[src/rtl/usb_rx_pkg.sv]
package usb_rx_pkg;
  typedef enum logic [1:0] {
    PKT_SPECIAL = 2'b00,
    PKT_TOKEN   = 2'b01,
    PKT_HSK     = 2'b10,
    PKT_DATA    = 2'b11
  } pkt_kind_e;

  localparam logic [4:0]  CRC5_RESIDUAL  = 5'b01100;
  localparam logic [15:0] CRC16_RESIDUAL = 16'h800D;
  localparam logic [4:0]  CRC5_POLY      = 5'h05;
  localparam logic [15:0] CRC16_POLY     = 16'h8005;
endpackage

[src/rtl/usb_rx_dpll.sv]
module usb_rx_dpll #(
  parameter int OVS = 4
) (
  input  logic clk_i,
  input  logic rst_ni,
  input  logic dp_i,
  input  logic dm_i,
  output logic bit_stb_o,
  output logic bit_o,
  output logic se0_o
);
  localparam int CW = (OVS > 2) ? $clog2(OVS) : 1;
  localparam logic [CW-1:0] SAMPLE_AT = CW'(OVS / 2);
  localparam logic [CW-1:0] LAST      = CW'(OVS - 1);

  logic [1:0] sync1_q, sync2_q, ls_q;
  logic [CW-1:0] ph_q;
  logic lvl_q;

  always_ff @(posedge clk_i or negedge rst_ni) begin
    if (!rst_ni) begin
      sync1_q   <= 2'b10;
      sync2_q   <= 2'b10;
      ls_q      <= 2'b10;
      ph_q      <= '0;
      lvl_q     <= 1'b1;
      bit_stb_o <= 1'b0;
      bit_o     <= 1'b1;
      se0_o     <= 1'b0;
    end else begin
      sync1_q   <= {dp_i, dm_i};
      sync2_q   <= sync1_q;
      ls_q      <= sync2_q;
      bit_stb_o <= 1'b0;
      // re-centre on every line change
      if (sync2_q != ls_q)   ph_q <= '0;
      else if (ph_q == LAST) ph_q <= '0;
      else                   ph_q <= ph_q + 1'b1;
      if (ph_q == SAMPLE_AT && sync2_q == ls_q) begin
        bit_stb_o <= 1'b1;
        se0_o     <= (ls_q == 2'b00);
        bit_o     <= (ls_q[1] == lvl_q);
        if (ls_q != 2'b00) lvl_q <= ls_q[1];
      end
    end
  end


  strobe_spacing_chk: assert property (@(posedge clk_i) disable iff (!rst_ni)
    bit_stb_o |=> !bit_stb_o);
endmodule

[src/rtl/usb_rx_bitproc.sv]
module usb_rx_bitproc #(
  parameter int SYNC_ZEROS = 5
) (
  input  logic clk_i,
  input  logic rst_ni,
  input  logic stb_i,
  input  logic bit_i,
  input  logic se0_i,
  output logic sop_o,
  output logic bit_vld_o,
  output logic bit_o,
  output logic eop_o,
  output logic abort_o
);
  typedef enum logic [1:0] {ST_IDLE, ST_ACTIVE, ST_EOP} bp_state_e;

  localparam logic [2:0] ZMAX = 3'd7;
  localparam logic [2:0] ZMIN = 3'(SYNC_ZEROS);

  bp_state_e st_q;
  logic [2:0] zeros_q, ones_q;

  always_ff @(posedge clk_i or negedge rst_ni) begin
    if (!rst_ni) begin
      st_q      <= ST_IDLE;
      zeros_q   <= '0;
      ones_q    <= '0;
      sop_o     <= 1'b0;
      bit_vld_o <= 1'b0;
      bit_o     <= 1'b0;
      eop_o     <= 1'b0;
      abort_o   <= 1'b0;
    end else begin
      sop_o     <= 1'b0;
      bit_vld_o <= 1'b0;
      eop_o     <= 1'b0;
      abort_o   <= 1'b0;
      if (stb_i) begin
        unique case (st_q)
          ST_IDLE: begin
            if (se0_i) zeros_q <= '0;
            else if (!bit_i) begin
              if (zeros_q != ZMAX) zeros_q <= zeros_q + 1'b1;
            end else if (zeros_q >= ZMIN) begin
              sop_o   <= 1'b1;
              st_q    <= ST_ACTIVE;
              ones_q  <= 3'd1;  // sync tail counts toward stuffing
              zeros_q <= '0;
            end else zeros_q <= '0;
          end
          ST_ACTIVE: begin
            if (se0_i) st_q <= ST_EOP;
            else if (ones_q == 3'd6) begin
              if (bit_i) begin
                abort_o <= 1'b1;
                st_q    <= ST_IDLE;
              end
              ones_q <= '0;
            end else begin
              bit_vld_o <= 1'b1;
              bit_o     <= bit_i;
              ones_q    <= bit_i ? ones_q + 1'b1 : 3'd0;
            end
          end
          default: begin
            if (!se0_i) begin
              eop_o <= 1'b1;
              st_q  <= ST_IDLE;
            end
          end
        endcase
      end
    end
  end


  ones_run_chk: assert property (@(posedge clk_i) disable iff (!rst_ni)
    ones_q <= 3'd6);

  eop_single_chk: assert property (@(posedge clk_i) disable iff (!rst_ni)
    eop_o |=> !eop_o);
endmodule

[src/rtl/usb_rx_pkt.sv]
module usb_rx_pkt
  import usb_rx_pkg::*;
#(
  parameter int MAX_BYTES = 1030
) (
  input  logic       clk_i,
  input  logic       rst_ni,
  input  logic       sop_i,
  input  logic       bit_vld_i,
  input  logic       bit_i,
  input  logic       eop_i,
  input  logic       abort_i,
  input  logic       tx_active_i,
  output logic       tok_valid_o,
  output logic [3:0] tok_pid_o,
  output logic [6:0] tok_addr_o,
  output logic [3:0] tok_ep_o,
  output logic [7:0] data_o,
  output logic       data_we_o,
  output logic       pkt_done_o,
  output logic [1:0] pkt_kind_o,
  output logic [3:0] pkt_pid_o,
  output logic       pkt_crc_err_o
);
  localparam int NB_W = $clog2(MAX_BYTES + 4);
  localparam logic [NB_W-1:0] NB_MAX = '1;

  logic            live_q, drop_q;
  logic [2:0]      bcnt_q;
  logic [NB_W-1:0] nbytes_q;
  logic [7:0]      sh_q, pid_q, hold0_q, hold1_q;
  logic [15:0]     stage_q;
  logic [1:0]      fill_q;
  logic [4:0]      crc5_q;
  logic [15:0]     crc16_q;

  logic [7:0]  nxt_byte;
  logic [4:0]  crc5_nxt;
  logic [15:0] crc16_nxt;
  pkt_kind_e   kind;
  logic        good;

  always_comb begin
    nxt_byte  = {bit_i, sh_q[7:1]};
    crc5_nxt  = {crc5_q[3:0], 1'b0} ^ ((bit_i ^ crc5_q[4]) ? CRC5_POLY : 5'h00);
    crc16_nxt = {crc16_q[14:0], 1'b0} ^ ((bit_i ^ crc16_q[15]) ? CRC16_POLY : 16'h0000);
    kind      = pkt_kind_e'(pid_q[1:0]);
    unique case (kind)
      PKT_TOKEN: good = (bcnt_q == 3'd0) && (nbytes_q == NB_W'(3)) && (crc5_q == CRC5_RESIDUAL);
      PKT_DATA:  good = (bcnt_q == 3'd0) && (nbytes_q >= NB_W'(3)) && (crc16_q == CRC16_RESIDUAL);
      PKT_HSK:   good = (bcnt_q == 3'd0) && (nbytes_q == NB_W'(1));
      default:   good = 1'b0;
    endcase
  end

  always_ff @(posedge clk_i or negedge rst_ni) begin
    if (!rst_ni) begin
      live_q <= 1'b0; drop_q <= 1'b0; bcnt_q <= '0; nbytes_q <= '0;
      sh_q <= '0; pid_q <= '0; hold0_q <= '0; hold1_q <= '0; stage_q <= '0;
      fill_q <= '0; crc5_q <= '1; crc16_q <= '1;
      tok_valid_o <= 1'b0; tok_pid_o <= '0; tok_addr_o <= '0; tok_ep_o <= '0;
      data_o <= '0; data_we_o <= 1'b0;
      pkt_done_o <= 1'b0; pkt_kind_o <= '0; pkt_pid_o <= '0; pkt_crc_err_o <= 1'b0;
    end else begin
      tok_valid_o <= 1'b0;
      data_we_o   <= 1'b0;
      pkt_done_o  <= 1'b0;
      if (sop_i) begin
        live_q   <= 1'b1;
        drop_q   <= tx_active_i;
        bcnt_q   <= '0;
        nbytes_q <= '0;
        fill_q   <= '0;
        crc5_q   <= '1;
        crc16_q  <= '1;
      end else if (live_q) begin
        if (tx_active_i) drop_q <= 1'b1;
        if (abort_i) live_q <= 1'b0;
        else if (bit_vld_i) begin
          sh_q   <= nxt_byte;
          bcnt_q <= bcnt_q + 1'b1;
          if (nbytes_q != '0) begin
            crc5_q  <= crc5_nxt;
            crc16_q <= crc16_nxt;
          end
          if (bcnt_q == 3'd7) begin
            if (nbytes_q != NB_MAX) nbytes_q <= nbytes_q + 1'b1;
            if (nbytes_q == '0) begin
              pid_q <= nxt_byte;
              if (nxt_byte[7:4] != ~nxt_byte[3:0]) drop_q <= 1'b1;
            end else begin
              if (nbytes_q == NB_W'(1)) stage_q[7:0]  <= nxt_byte;
              if (nbytes_q == NB_W'(2)) stage_q[15:8] <= nxt_byte;
              // two-byte lag keeps the CRC16 bytes out of the stream
              if (kind == PKT_DATA && !drop_q) begin
                hold0_q <= nxt_byte;
                hold1_q <= hold0_q;
                if (fill_q == 2'd2) begin
                  data_we_o <= 1'b1;
                  data_o    <= hold1_q;
                end else fill_q <= fill_q + 1'b1;
              end
            end
          end
        end else if (eop_i) begin
          live_q <= 1'b0;
          if (!drop_q && nbytes_q != '0 && kind != PKT_SPECIAL) begin
            pkt_done_o    <= 1'b1;
            pkt_kind_o    <= pid_q[1:0];
            pkt_pid_o     <= pid_q[3:0];
            pkt_crc_err_o <= !good;
            if (kind == PKT_TOKEN && good) begin
              tok_valid_o <= 1'b1;
              tok_pid_o   <= pid_q[3:0];
              tok_addr_o  <= stage_q[6:0];
              tok_ep_o    <= stage_q[10:7];
            end
          end
        end
      end
    end
  end


  tok_with_status_chk: assert property (@(posedge clk_i) disable iff (!rst_ni)
    tok_valid_o |-> (pkt_done_o && !pkt_crc_err_o && pkt_kind_o == 2'b01));

  done_single_chk: assert property (@(posedge clk_i) disable iff (!rst_ni)
    pkt_done_o |=> !pkt_done_o);

  pid_check_chk: assert property (@(posedge clk_i) disable iff (!rst_ni)
    pkt_done_o |-> (pid_q[7:4] == ~pid_q[3:0]));

  write_data_only_chk: assert property (@(posedge clk_i) disable iff (!rst_ni)
    data_we_o |-> (pid_q[1:0] == 2'b11 && !drop_q));
endmodule

[src/rtl/usb_fs_rx.sv]
module usb_fs_rx #(
  parameter int OVS       = 4,
  parameter int MAX_BYTES = 1030
) (
  input  logic       clk_i,
  input  logic       rst_ni,
  input  logic       dp_i,
  input  logic       dm_i,
  input  logic       tx_active_i,
  output logic       tok_valid_o,
  output logic [3:0] tok_pid_o,
  output logic [6:0] tok_addr_o,
  output logic [3:0] tok_ep_o,
  output logic [7:0] data_o,
  output logic       data_we_o,
  output logic       pkt_done_o,
  output logic [1:0] pkt_kind_o,
  output logic [3:0] pkt_pid_o,
  output logic       pkt_crc_err_o
);
  logic stb, rx_bit, se0;
  logic sop, bvld, bval, eop, abort;

  usb_rx_dpll #(.OVS(OVS)) dpll_i (
    .clk_i, .rst_ni, .dp_i, .dm_i,
    .bit_stb_o(stb), .bit_o(rx_bit), .se0_o(se0)
  );

  usb_rx_bitproc #(.SYNC_ZEROS(5)) bitproc_i (
    .clk_i, .rst_ni, .stb_i(stb), .bit_i(rx_bit), .se0_i(se0),
    .sop_o(sop), .bit_vld_o(bvld), .bit_o(bval), .eop_o(eop), .abort_o(abort)
  );

  usb_rx_pkt #(.MAX_BYTES(MAX_BYTES)) pkt_i (
    .clk_i, .rst_ni, .sop_i(sop), .bit_vld_i(bvld), .bit_i(bval),
    .eop_i(eop), .abort_i(abort), .tx_active_i,
    .tok_valid_o, .tok_pid_o, .tok_addr_o, .tok_ep_o,
    .data_o, .data_we_o, .pkt_done_o, .pkt_kind_o, .pkt_pid_o, .pkt_crc_err_o
  );
endmodule

[config.mk]
export PLATFORM = sky130hd
export DESIGN_NAME = usb_fs_rx
export DESIGN_NICKNAME = d
export VERILOG_FILES = /design/src/rtl/usb_rx_pkg.sv /design/src/rtl/usb_rx_dpll.sv /design/src/rtl/usb_rx_bitproc.sv /design/src/rtl/usb_rx_pkt.sv /design/src/rtl/usb_fs_rx.sv
export SDC_FILE = /design/constraint.sdc
export NUM_CORES = 1
export LEC_CHECK = 0
export BUFFER_PORTS_ARGS = -buffer_cell sky130_fd_sc_hd__buf_2
export CAP_MARGIN = 20
export CELL_PAD_IN_SITES_DETAIL_PLACEMENT = 1
export CELL_PAD_IN_SITES_GLOBAL_PLACEMENT = 2
export CORE_MARGIN = 3
export CORE_UTILIZATION = 42
export CTS_CLUSTER_SIZE = 40
export DETAILED_ROUTE_END_ITERATION = 6
export PLACE_DENSITY_LB_ADDON = 0.1
export SLEW_MARGIN = 20
export SYNTH_ARGS = -nofsm -noshare
export SYNTH_HDL_FRONTEND = slang
export SYNTH_SLANG_ARGS = --single-unit
[constraint.sdc]
create_clock -name clk_i -period 2.5 [get_ports clk_i]
set_input_delay 0.375 -clock clk_i [delete_from_list [all_inputs] [get_ports clk_i]]
set_output_delay 0.375 -clock clk_i [all_outputs]
set_load 0.005 [all_outputs]
# == Word-level counts from Yosys, hierarchy flattened ==
# Index checks and enable logic that the tools add are counted.
# totals
mem_count,0
wordCells,236
latch_bits,0
reg_bits,136
mem_bits_rw,0
romBits,0
output_inout_bits,33
# op_classes
n_div,0
n_eq_ne,30
n_addsub,6
n_mux,103
mul,0
reduce_logical,45
shift,0
order_cmp,2
bitwise,11
# ops
cell,n
$mux 16,6
$mux 11,6
$mux 1,52
$mux 3,14
$reduce_and 7->1,6
$mux 2,17
$mux 5,5
$eq 11x2->1 const B,2
$reduce_and 6->1,3
$reduce_bool 2->1,9
$eq 16x16->1 const B,1
$xor 16x16->16,1
$reduce_and 4->1,3
$add 11x1->11 const B,1
$eq 11x1->1 const B,1
$ge 11x2->1 const B,1
$logic_not 11->1,1
$ne 11x11->1 const B,1
$reduce_bool 11->1,1
$eq 2x2->1 const B,5
$logic_and 1x1->1,10
$ne 2x2->1 const B,5
$add 3x1->3 const B,3
$reduce_and 8->1,1
other kinds (27),42

# == Depth between registers and ports, before layout ==
# logic_depth
word_depth,12
mapped_depth,8
ltp_nobuf,6

# == Modules after synthesis ==
# A second synthesis with hierarchy kept.
# unflattened
cells_unflattened,477
hier_area_um2,5894.4
# modules_own_cells
mod,area_each_um2,cells_per_inst,seq_area_each_um2,instances
usb_rx_pkt,4788.3,384,2728.9,1
usb_rx_bitproc,665.6,64,325.3,1
usb_rx_dpll,440.4,29,306.5,1

# == Least setup slack after synthesis ==
# Ideal clock, no wire load.
# synth_timing
kind,register -> register
startpoint,reg pkt_i.nbytes_q[0]
endpoint,reg pkt_i.hold0_q[4]
setup_slack_ps,391
synth_period_minus_slack_ps,2109
arrival_ps,1984
path_stages_with_launch,8
t_required_ps,2375
cell_sequence,dfrtp_1 -> inv_1 -> ha_1 -> nor4b_1 -> nand3_1 -> nand3_1 -> buf_2 -> mux2_2
# synth_between
elab_chain_len,3
# synth_lines
item,line_no,text
from (decl),usb_rx_pkt.sv:30,logic [NB_W-1:0] nbytes_q;
from (signal assigned),usb_rx_pkt.sv:87,if (nbytes_q != NB_MAX) nbytes_q <= nbytes_q + 1'b1;
$logic_not 11->1,usb_rx_pkt.sv:88,if (nbytes_q == '0) begin
$not 1->1 (no line),--,
$reduce_and 7->1 (no line),--,
to (signal assigned),usb_rx_pkt.sv:96,hold0_q <= nxt_byte;
to (decl),usb_rx_pkt.sv:31,"logic [7:0] sh_q, pid_q, hold0_q, hold1_q;"
# No other way between the ends.
# A chain may end at the register's enable or synchronous reset.

# == Worst setup path in the final report ==
# layout_timing
startpoint,reg pkt_i.nbytes_q[1]
endpoint,reg pkt_i.tok_addr_o[3]
# layout_between
elab_chain_len,6
# layout_lines
item,line_no,text
$ge 11x2->1 or $eq 11x2->1 (tied branches),"usb_rx_pkt.sv:50, usb_rx_pkt.sv:49",
$logic_and 1x1->1 (on tied branches) (2 in series),"usb_rx_pkt.sv:50, usb_rx_pkt.sv:49",
$pmux 1 s3,usb_rx_pkt.sv:48,unique case (kind)
$logic_and 1x1->1,usb_rx_pkt.sv:112,if (kind == PKT_TOKEN && good) begin
$reduce_and 7->1 (no line) *,--,
to (signal assigned),usb_rx_pkt.sv:115,tok_addr_o <= stage_q[6:0];
to (decl),usb_rx_pkt.sv:16,"output logic [6:0] tok_addr_o,"
# Every way passes the cells marked *; elsewhere a longest branch is shown, timed or not.

==> results by group <==
Power
  • Final Power: 5.033 mW
  • Worst IR Drop VDD: 422.9 uV
  • PwrDens: 725.8 nW/um^2
  • LEAKAGE: 3.414 nW

Floorplan
  • Die height: 123.7 um
  • Die Wd: 123.7 um
  • Initial Utilization: 0.4339
  • Core Area: 13400 um^2
  • Boundary pin count: 38
  • Die Area: 15290 um^2
  • FP Rows: 42

Finish
  • Final #Nets: 527
  • Design area: 6934 um^2
  • Post-layout util: 0.5175
  • ANT cells: 0
  • Area growth syn-to-layout: 19.26%
  • Layout cells sized above 1: 0.3692

Placement
  • DP Wirelength: 8573 um
  • Placed Area: 6311 um^2
  • PortBufs: 37
  • RD Place Congestion: 0.7651

Yosys
  • Top post-synthesis cells by area: dfrtp_1 46%, mux2_2 12%, dfstp_2 12%, ha_1 3.2%, o22a_1 2.9%
  • Post-Syn Area per Cell: 12.98 um^2
  • Largest area contributor in the netlist: dfrtp_1
  • Simple-Gate Fraction of Synth Area: 0.1214
  • YS warnings: 0
  • FF+latch count, synth: 133
  • Seq/Total Area, Yosys: 0.5780
  • Synth Cell Area: 5814 um^2
  • Post-synth EDFFs: 0
  • Synth top area share: 0.4605
  • Cells after Synth: 448
  • Mux contribution to synthesized area: 0.1481
  • Count of different cell masters after synthesis: 55
  • Compound-Gate Fraction of Synth Area: 0.07639
  • Synth Flop Type: dfrtp_1
  • Post-Synth XOR/XNOR Area: 0.02109
  • Most frequent cell after synthesis: dfrtp_1
  • Post-Synth Adder-Cell Area: 0.03228
  • Most frequent cells after synthesis: 107 x dfrtp_1, 64 x mux2_2, 26 x dfstp_2
  • Synthesized Nets: 468
  • Main combinational cell family by area after synthesis: multiplexers
  • Async set or reset register ratio after synthesis: 1.000

Setup path
  • Worst Path Max Fanout: 15
  • FF-to-FF End: pkt_i.tok_addr_o[3]
  • CP Class: register to register
  • Worst Setup SP: pkt_i.nbytes_q[1]
  • Arrival time worst endpoint: 2620 ps
  • R2R setup slack: 180 ps
  • Required @ worst endpoint: 2810 ps
  • FF-to-FF Start: pkt_i.nbytes_q[1]
  • Startpoint types: register
  • Worst r2r path cells: 6
  • Crit. End Element: register

STA
  • Worst-margin pin slew: 546.3 ps
  • Final setup violating endpoints: 0
  • Max frequency: 431.9 MHz
  • Hold Vio Cnt, Final: 0
  • Fin Clk Skew: 5.971 ps
  • RSZ-0062 raised after global routing: no
  • Tcrit/Tclk final: 0.9261
  • Headroom to the max-slew limit: 0.6327
  • Min Tclk post-route: 2315 ps
  • Slew Viols, Final: 0
  • Fin Hold WS: 51.46 ps
  • Setup tns final: 0 ps

Clock tree
  • CTS sink cnt: 133
  • Max H-tree Level: 4
  • CTS tree: built
  • Postcts setup bufs: 0
  • CTS max path bufs: 2
  • CTS Root Cell: clkbuf_16
  • Post-cts resize count: 0
  • Later-pin clock latency in the skew report: 420 ps
  • TritonCTS buffer count: 17
  • Clk slew on worst S/H paths: 60 ps

Global route
  • Initial antenna violation count: 0
  • GRT Util Overall: 0.1794
  • Met2 Use GR: 0.2873
  • Met1 usage: 0.2359
  • GR Overflow Total: 0
  • Largest net degree at the start of global routing: 41
  • First-pass GRT wire length: 20890 um
  • Vias in the first global route: 4032
  • Global Route met3 Usage: 0.05086
  • GRT busiest layer: met2

Detailed routing
  • Vias per inst: 5.386
  • DRT Wirelength: 12370 um
  • ANT nets after route: 0
  • DRC: 0
  • DR pass1 iterations: 4
  • Routed vias: 3749
  • Routed len/inst: 17.77 um
  • Initial DRC count: 173

Min path
  • Hold path start: dp_i
  • Hold EP: dpll_i.sync1_q[1]
  • Hold Path Class: input port to register
  • Hold path depth: 1

Run
  • Max Cap Viol: 0

Outcome
  • Status: finished clean
[stage by stage]
stage	worst slack, ps	cells
CTS	176.1	696
floorplan	391.4	448
global placement	296.1	663
global route	36.61	696
detailed placement	228.7	663
finish	184.7	696
[cells in the final DEF, fill, tap and decap left out, drive strengths merged, types with 2 or more instances in the layout]
cell type  count
mux2i          2
o41ai          2
nand3b         3
ha            15
inv           21
nor3          13
a21oi         14
nand4          6
xnor2          5
o311a          2
a31oi          2
buf           53
clkinv         3
nand2b         4
xor2           9
dfrtp        107
or3            2
bufinv         3
mux2          72
and2           4
o22a          19
clkinvlp       4
nor2b          5
dfstp         26
nor4b          4
and3           3
nand2         17
o21ai          7
clkbuf        18
nand4b         3
or4            5
o31ai          5
nor2          23
or2            3
nor4           9
nand3         12
a41oi          2
[logic make-up after synthesis]
| group | count (synthesis) |
|---|---|
| DFF | 133 |
| and+or+nand+nor | 120 |
| muxes | 74 |
| AOI/OAI and AO/OA | 61 |
| buffers and inverters | 31 |
| adders and majority gates | 15 |
| xor gates and xnor gates | 14 |
[layout make-up]
class	count	area, um^2
clock buffers	18	439.2
clock inverters	14	173.9
fillers	1394	6466
inverters	17	63.81
multi-input cells	284	2321
flip-flops and latches	133	3361
well taps	176	220.2
repair buffers	54	355.3
[how the worst max path moves through the flow]
stage,to,cells after the start
global route,pkt_i.tok_addr_o[4],6
CTS,pkt_i.tok_addr_o[3],6
finish,pkt_i.tok_addr_o[3],6
detailed placement,pkt_i.tok_addr_o[5],6
global placement,pkt_i.tok_addr_o[4],4
floorplan,pkt_i.hold0_q[4],7
[critical path: stages (launching register included)]
cell      delay, ps
dfrtp_1         440
ha_1            350
nand4b_1        180
nor4_1          330
buf_4           190
nand4_4         290
mux2_4          410
[flip-flops by register name, summed over array words and instances (netlist names), 3 cells and up]
register / cells
bitproc_i.ones_q: 3
pkt_i.tok_pid_o: 4
pkt_i.pkt_pid_o: 4
pkt_i.hold0_q: 8
pkt_i.pid_q: 4
pkt_i.bcnt_q: 3
pkt_i.sh_q: 7
pkt_i.stage_q: 11
pkt_i.nbytes_q: 11
pkt_i.crc16_q: 16
bitproc_i.zeros_q: 3
pkt_i.tok_ep_o: 4
pkt_i.tok_addr_o: 7
pkt_i.crc5_q: 5
pkt_i.hold1_q: 8
pkt_i.data_o: 8
[what timing repair did]
action / 4_1_cts / 5_1_grt
hold endpoints to repair: 37 / 0
hold buffers: 1 / 0
endpoints found under the setup margin: 0 / 0
[routing by layer]
layer,up-vias,routed length (um),share of wire
met1,1933,5878,0.48
met5,-,0,0
li1,1758,-,-
met2,48,5954,0.48
met3,10,427,0.035
met4,0,106,0.0086
[where the power goes]
part / switching, mW / total [mW] / internal [mW]
Combinational: 0.101 / 0.185 / 0.0838
Clock: 0.962 / 2.56 / 1.60
Sequential: 0.0684 / 2.28 / 2.21
Note: power is estimated with default switching activity, not from simulation.
